$ cat config.mk
export PLATFORM = sky130hd
export DESIGN_NAME = ex_stage_unit
export DESIGN_NICKNAME = d
export VERILOG_FILES = /design/src/rtl/ex_pkg.sv /design/src/rtl/ex_imm_ext.sv /design/src/rtl/ex_alu_core.sv /design/src/rtl/ex_branch_unit.sv /design/src/rtl/ex_stage_unit.sv
export SDC_FILE = /design/constraint.sdc
export NUM_CORES = 1
export LEC_CHECK = 0
export BUFFER_PORTS_ARGS = -buffer_cell sky130_fd_sc_hd__buf_2
export CELL_PAD_IN_SITES_DETAIL_PLACEMENT = 1
export CELL_PAD_IN_SITES_GLOBAL_PLACEMENT = 2
export CORE_MARGIN = 5
export CORE_UTILIZATION = 36
export CTS_BUF_LIST = sky130_fd_sc_hd__clkbuf_8
export DETAILED_ROUTE_END_ITERATION = 10
export PLACE_DENSITY_LB_ADDON = 0.1
export SLEW_MARGIN = 10
export SYNTH_ARGS = -nofsm -noshare
export SYNTH_HDL_FRONTEND = slang
export SYNTH_SLANG_ARGS = --single-unit
$ cat constraint.sdc
create_clock -name clk -period 4.58 [get_ports clk]
set_input_delay 0.229 -clock clk [delete_from_list [all_inputs] [get_ports clk]]
set_output_delay 0.229 -clock clk [all_outputs]
set_load 0.05 [all_outputs]
$ cat src/rtl/ex_pkg.sv
// Package: shared class type, field positions and operation codes for the
// execute-stage unit. Assumes a 32-bit instruction word.
package ex_pkg;
    typedef enum logic [1:0] {
        CLS_MEM = 2'd0,
        CLS_RR  = 2'd1,
        CLS_RI  = 2'd2,
        CLS_BR  = 2'd3
    } op_class_e;

    localparam int INSTR_W   = 32;
    localparam int IMM_W     = 16;
    localparam int CODE_W    = 6;
    localparam int OPC_LSB   = 26;
    localparam int SHF_LSB   = 6;
    localparam int FN_LSB    = 0;

    localparam logic [CODE_W-1:0] FN_ADD = 6'h20;
    localparam logic [CODE_W-1:0] FN_SUB = 6'h22;
    localparam logic [CODE_W-1:0] FN_AND = 6'h24;
    localparam logic [CODE_W-1:0] FN_OR  = 6'h25;
    localparam logic [CODE_W-1:0] FN_XOR = 6'h26;
    localparam logic [CODE_W-1:0] FN_SLT = 6'h2A;
    localparam logic [CODE_W-1:0] FN_SLL = 6'h00;
    localparam logic [CODE_W-1:0] FN_SRL = 6'h02;

    localparam logic [CODE_W-1:0] OP_ADDI = 6'h08;
    localparam logic [CODE_W-1:0] OP_ANDI = 6'h0C;
    localparam logic [CODE_W-1:0] OP_ORI  = 6'h0D;
    localparam logic [CODE_W-1:0] OP_XORI = 6'h0E;
    localparam logic [CODE_W-1:0] OP_SLTI = 6'h0A;
endpackage

$ cat src/rtl/ex_imm_ext.sv
// Module: sign-extends the low immediate field of the instruction word to the
// datapath width. Assumes XLEN >= IMM_W.
module ex_imm_ext #(
    parameter int XLEN  = 32,
    parameter int IMM_W = 16
) (
    input  logic [IMM_W-1:0] imm_raw,
    output logic [XLEN-1:0]  imm_sx
);
    localparam int PAD_W = XLEN - IMM_W;

    // Replicate the immediate sign bit into the upper bits.
    always_comb begin
        imm_sx = {{PAD_W{imm_raw[IMM_W-1]}}, imm_raw};
    end
endmodule

$ cat src/rtl/ex_alu_core.sv
// Module: computes the result for memory, reg-reg and reg-imm classes and
// flags unknown codes. Assumes the branch class is resolved elsewhere.
module ex_alu_core
    import ex_pkg::*;
#(
    parameter int XLEN = 32
) (
    input  op_class_e              cls,
    input  logic [CODE_W-1:0]      fn_code,
    input  logic [CODE_W-1:0]      opc_code,
    input  logic [$clog2(XLEN)-1:0] shamt,
    input  logic [XLEN-1:0]        a,
    input  logic [XLEN-1:0]        b,
    input  logic [XLEN-1:0]        imm,
    output logic [XLEN-1:0]        result,
    output logic                   bad_code
);
    localparam logic [XLEN-1:0] ZERO = '0;
    localparam logic [XLEN-1:0] ONE  = XLEN'(1);

    logic [XLEN-1:0] slt_ab;
    logic [XLEN-1:0] slt_ai;

    // Signed less-than results for both source pairs.
    always_comb begin
        slt_ab = ($signed(a) < $signed(b))   ? ONE : ZERO;
        slt_ai = ($signed(a) < $signed(imm)) ? ONE : ZERO;
    end

    // Select the operation from the class and the relevant code field.
    always_comb begin
        result   = ZERO;
        bad_code = 1'b0;
        unique case (cls)
            CLS_MEM: result = a + imm;
            CLS_RR: begin
                case (fn_code)
                    FN_ADD:  result = a + b;
                    FN_SUB:  result = a - b;
                    FN_AND:  result = a & b;
                    FN_OR:   result = a | b;
                    FN_XOR:  result = a ^ b;
                    FN_SLT:  result = slt_ab;
                    FN_SLL:  result = b << shamt;
                    FN_SRL:  result = b >> shamt;
                    default: bad_code = 1'b1;
                endcase
            end
            CLS_RI: begin
                case (opc_code)
                    OP_ADDI: result = a + imm;
                    OP_ANDI: result = a & imm;
                    OP_ORI:  result = a | imm;
                    OP_XORI: result = a ^ imm;
                    OP_SLTI: result = slt_ai;
                    default: bad_code = 1'b1;
                endcase
            end
            default: result = ZERO;
        endcase
    end
endmodule

$ cat src/rtl/ex_branch_unit.sv
// Module: forms the branch target from next-PC and the word-scaled offset and
// tests operand A for zero. Assumes 4-byte instructions.
module ex_branch_unit #(
    parameter int XLEN = 32
) (
    input  logic [XLEN-1:0] npc,
    input  logic [XLEN-1:0] imm,
    input  logic [XLEN-1:0] a,
    output logic [XLEN-1:0] target,
    output logic            a_is_zero
);
    localparam int WORD_SHIFT = 2;

    // Target adder and zero detector, independent of the main ALU.
    always_comb begin
        target    = npc + (imm << WORD_SHIFT);
        a_is_zero = (a == '0);
    end
endmodule

$ cat src/rtl/ex_stage_unit.sv
// Module: execute-stage top. Combines the ALU core and branch unit and holds
// the result, condition and illegal flag in registers toward the memory stage.
// Assumes inputs are stable at the rising edge; synchronous active-low reset.
module ex_stage_unit
    import ex_pkg::*;
#(
    parameter int XLEN = 32
) (
    input  logic            clk,
    input  logic            rst_n,
    input  logic            en,
    input  logic            flush,
    input  logic [1:0]      op_class,
    input  logic [31:0]     instr,
    input  logic [XLEN-1:0] opnd_a,
    input  logic [XLEN-1:0] opnd_b,
    input  logic [XLEN-1:0] npc,
    output logic [XLEN-1:0] alu_out_q,
    output logic            cond_q,
    output logic            illegal_q
);
    localparam int SHAMT_W = $clog2(XLEN);

    op_class_e       cls;
    logic [XLEN-1:0] imm_sx;
    logic [XLEN-1:0] core_res;
    logic            core_bad;
    logic [XLEN-1:0] br_target;
    logic            br_zero;
    logic [XLEN-1:0] res_d;
    logic            cond_d;
    logic            load_en;

    // Cast the class port into the shared enum.
    always_comb cls = op_class_e'(op_class);

    ex_imm_ext #(.XLEN(XLEN), .IMM_W(IMM_W)) u_imm (
        .imm_raw (instr[IMM_W-1:0]),
        .imm_sx  (imm_sx)
    );

    ex_alu_core #(.XLEN(XLEN)) u_core (
        .cls      (cls),
        .fn_code  (instr[FN_LSB +: CODE_W]),
        .opc_code (instr[OPC_LSB +: CODE_W]),
        .shamt    (instr[SHF_LSB +: SHAMT_W]),
        .a        (opnd_a),
        .b        (opnd_b),
        .imm      (imm_sx),
        .result   (core_res),
        .bad_code (core_bad)
    );

    ex_branch_unit #(.XLEN(XLEN)) u_br (
        .npc       (npc),
        .imm       (imm_sx),
        .a         (opnd_a),
        .target    (br_target),
        .a_is_zero (br_zero)
    );

    // Pick the branch path for class 3 and mask the condition elsewhere.
    always_comb begin
        res_d   = (cls == CLS_BR) ? br_target : core_res;
        cond_d  = (cls == CLS_BR) & br_zero;
        load_en = en & ~flush;
    end

    // Output registers: reset to zero, load on enable without flush.
    always_ff @(posedge clk) begin
        if (!rst_n) begin
            alu_out_q <= '0;
            cond_q    <= 1'b0;
            illegal_q <= 1'b0;
        end else if (load_en) begin
            alu_out_q <= res_d;
            cond_q    <= cond_d;
            illegal_q <= core_bad;
        end
    end
endmodule

==> impl_results.md <==
* Synthesis Warnings at 0
* Final HPWL DP at 67700 um
* Seq/Total Area, Yosys at 4.34%
* Register bit total from synthesis at 34
* Slowest Stage Delay on Critical Path at 0.45 ns
* Max Cap Violations at 0
* Synth cell types at 94
* Post-DRT Antenna Nets at 0
* LEAKAGE at 7.45 nW
* Pwr per Cell Area at 154 nW/um^2
* WP buf/inv at 3
* Crit-path cells: buf_2 > inv_1 > ha_1 > or3_4 > or3_4 > a211oi_2 > o21ai_0 > nand4_1 > o221ai_1 > o21a_1 > a221o_1 > a21oi_1 > buf_4 > o21ai_0
* Min Tclk post-route at 4.08 ns
* Std cell rows at 76
* CTS tree: done
* DRT Wirelength at 83700 um
* Clock-pin slew on the worst setup and hold paths at 0.08 ns
* P&R area growth vs syn at 9.99%
* RSZ-0062 raised after global routing: false
* Post-layout nets at 2658
* Sink Count at 34
* Antenna diode count at 0
* Kind of cell adding the most delay to the critical path: compound AO/OA/AOI/OAI gates
* Status: completed
* Vias in the first global route at 18263
* Skew-Pair Late Insertion Delay at 0.30 ns
* Num CTS Buffers at 5
* Switching share of power at 56.7%
* Final setup vio count at 0
* Mean Syn Cell Area at 7.22 um^2
* Inst Count DP at 2855
* Actual slew at the worst max-slew pin at 1.20 ns
* Hold Vio Cnt, Final at 0
* Setup tns final at 0 ns
* Final non-filler cell total at 2863
* Power consumption at 2.66 mW
* Pre-CTS WS at 0.356 ns
* CP Max Fanout at 9
* Syn Nets at 2552
* Pin count of the biggest net entering global routing at 70
* Post-DP Area at 17200 um^2
* # port buffers at 157
* Final worst slack at 0.505 ns
* Design Area, Final at 17200 um^2
* Combinational Power Share at 78.3%
* GR Overflow Total at 0
* CP Capture Type: flip-flop
* Peak supply drop at 0.0930 mV
* Hold WS at 0.251 ns
* Via count at 18641
* Core ar. at 43100 um^2
* Post-CTS sizing at 0
* Internal power at 1.15 mW
* Die area at 47800 um^2
* Height of the die at 219 um
* Drt wl/cell at 29.3 um
* Vias/cell at 6.51
* Required time of the critical path at 4.77 ns
* Post-CTS Setup Bufs at 0
* Critical-path top delay cell: ha_1
* DRC at 0
* Routability cong. at 1.05
* Max-slew violations at 0
* Slew HR at 19.5%
* Seq pwr share at 12.3%
* Switching pwr at 1.51 mW
* Post-synth top flop: dfxtp_1
* Clk pwr share at 9.4%
* Io pins at 168
* Post-Synthesis Cells at 2171
* Root Buffer: clkbuf_8
* Clk_skew at 0 ns
* CTS Hold Buffers Added at 0
* GRT Overall Usage at 33.5%
* Initial antenna violation count at 0
* WP data arrival at 4.27 ns
* Critical path type: in -> reg
* EDFF count, synth at 0
* Post-Syn Area at 15700 um^2
* Max Root-Sink Buffers at 2
* DRT Pass-1 Iters at 6
* Crit share post-route at 89.0%
* Final Util at 40.0%
* Asr flop ratio synth at 0%
* DR iter-0 viols at 2318
* Initial Utilization at 36.4%
* First-pass GRT wire length at 121000 um
* Layout cells sized above 1 at 15.8%
* H-tree level count at 2
* Die X-Extent at 219 um
* Fmax at 245 MHz
* Worst Hold Class: in -> reg
* Startpoint types: primary input
cells in the mapped netlist, drive strengths merged (13+ instances only):
cell | number | share of area, %
xor2 | 13 | 0.73
o21bai | 37 | 1.8
and3 | 13 | 0.56
a221oi | 23 | 1.3
xnor2 | 33 | 1.8
nor4 | 32 | 1.5
dfxtp | 34 | 4.3
a21oi | 253 | 8.1
inv | 138 | 3.3
o211ai | 24 | 1.1
a21o | 31 | 1.5
nor3 | 46 | 1.5
nor2b | 16 | 0.64
ha | 243 | 19
nand2b | 22 | 0.88
mux4 | 58 | 8.3
nand2 | 135 | 3.2
o221ai | 23 | 1.3
a211oi | 52 | 2.5
buf | 39 | 1.4
o21a | 13 | 0.62
a31oi | 30 | 1.2
mux2i | 55 | 3.5
nand3 | 41 | 1.3
nor2 | 230 | 5.5
or3 | 14 | 0.66
o21ai | 161 | 5.2
a22oi | 17 | 0.81
o31ai | 20 | 0.96
o22ai | 45 | 1.8
clkbuf | 103 | 3.1
nand4 | 17 | 0.68
cell families (layout without fill, tap and decap cells):
logic type | count (synthesis) | in the layout | synth area share, %
flops | 34 | 34 | 4.34
xor+xnor | 46 | 46 | 2.57
compound gates | 834 | 834 | 34.4
mux | 121 | 121 | 12.4
fa+ha+maj | 247 | 247 | 19.9
simple gates | 606 | 606 | 18.3
buf+inv | 283 | 390 | 8.11
registers in the layout (all words and copies together), names as in the netlist:
name / count
illegal_q: 1
cond_q: 1
alu_out_q: 32
power groups by stage:
stage,clock network [mW],logic (mW),registers [mW]
2_1_floorplan,0,1.24,0.397
3_3_place_gp,0,2.00,0.333
3_5_place_dp,0,2.02,0.333
4_1_cts,0.259,2.03,0.326
5_1_grt,0.266,2.21,0.329
6_report,0.251,2.08,0.326
worst min-delay path, delay by kind of cell:
| kind | cells | cell delay (ns) |
|---|---|---|
| AO/OA/AOI/OAI | 1 | 0.09 |
| buffers and inverters | 1 | 0.12 |
| AND/OR/NAND/NOR | 1 | 0.08 |
layout by cell type, fill, tap and decap left out, types with 28 or more instances in the layout:
cell type  Yosys  layout
o21bai_1      37      37
a21o_1        28      28
o22ai_1       45      45
a21oi_1      253     253
mux4_2        58      58
mux2i_1       55      55
inv_1        136     137
nor4_1        29      29
nand3_1       41      41
buf_2         10     156
buf_4          8      84
a31oi_1       30      30
ha_1         243     243
xnor2_1       33      33
a211oi_1      51      51
o21ai_0      156     156
nand2_1      135     135
nor2_1       229     229
nor3_1        46      45
dfxtp_1       34      34
final timing paths:
kind | from | endpoint | slack (ns) | depth (start not counted)
max | opnd_a[7] | alu_out_q[22] | 0.50 | 14
min reg2reg | illegal_q | illegal_q | 0.47 | 2
min | npc[0] | alu_out_q[0] | 0.25 | 3
max reg2reg | alu_out_q[18] | alu_out_q[18] | 3.32 | 4
routing by layer:
metal | share of wire (%) | global-route usage [%] | wire (um)
met5 | 0 | 0 | 0
met4 | 4.1 | 11.9 | 3420
met3 | 8.3 | 4.43 | 6920
met2 | 43 | 51.7 | 36000
met1 | 45 | 47.8 | 37400
area by class of cell:
type / count / area (um^2)
multi-input cells: 1854 / 13700
fillers: 5462 / 25800
inverters: 139 / 522
well taps: 585 / 732
flip-flops and latches: 34 / 681
clock inverters: 2 / 8.76
repair buffers: 243 / 1470
clock buffers: 6 / 82.6
Note: power is estimated with default switching activity, not from simulation.
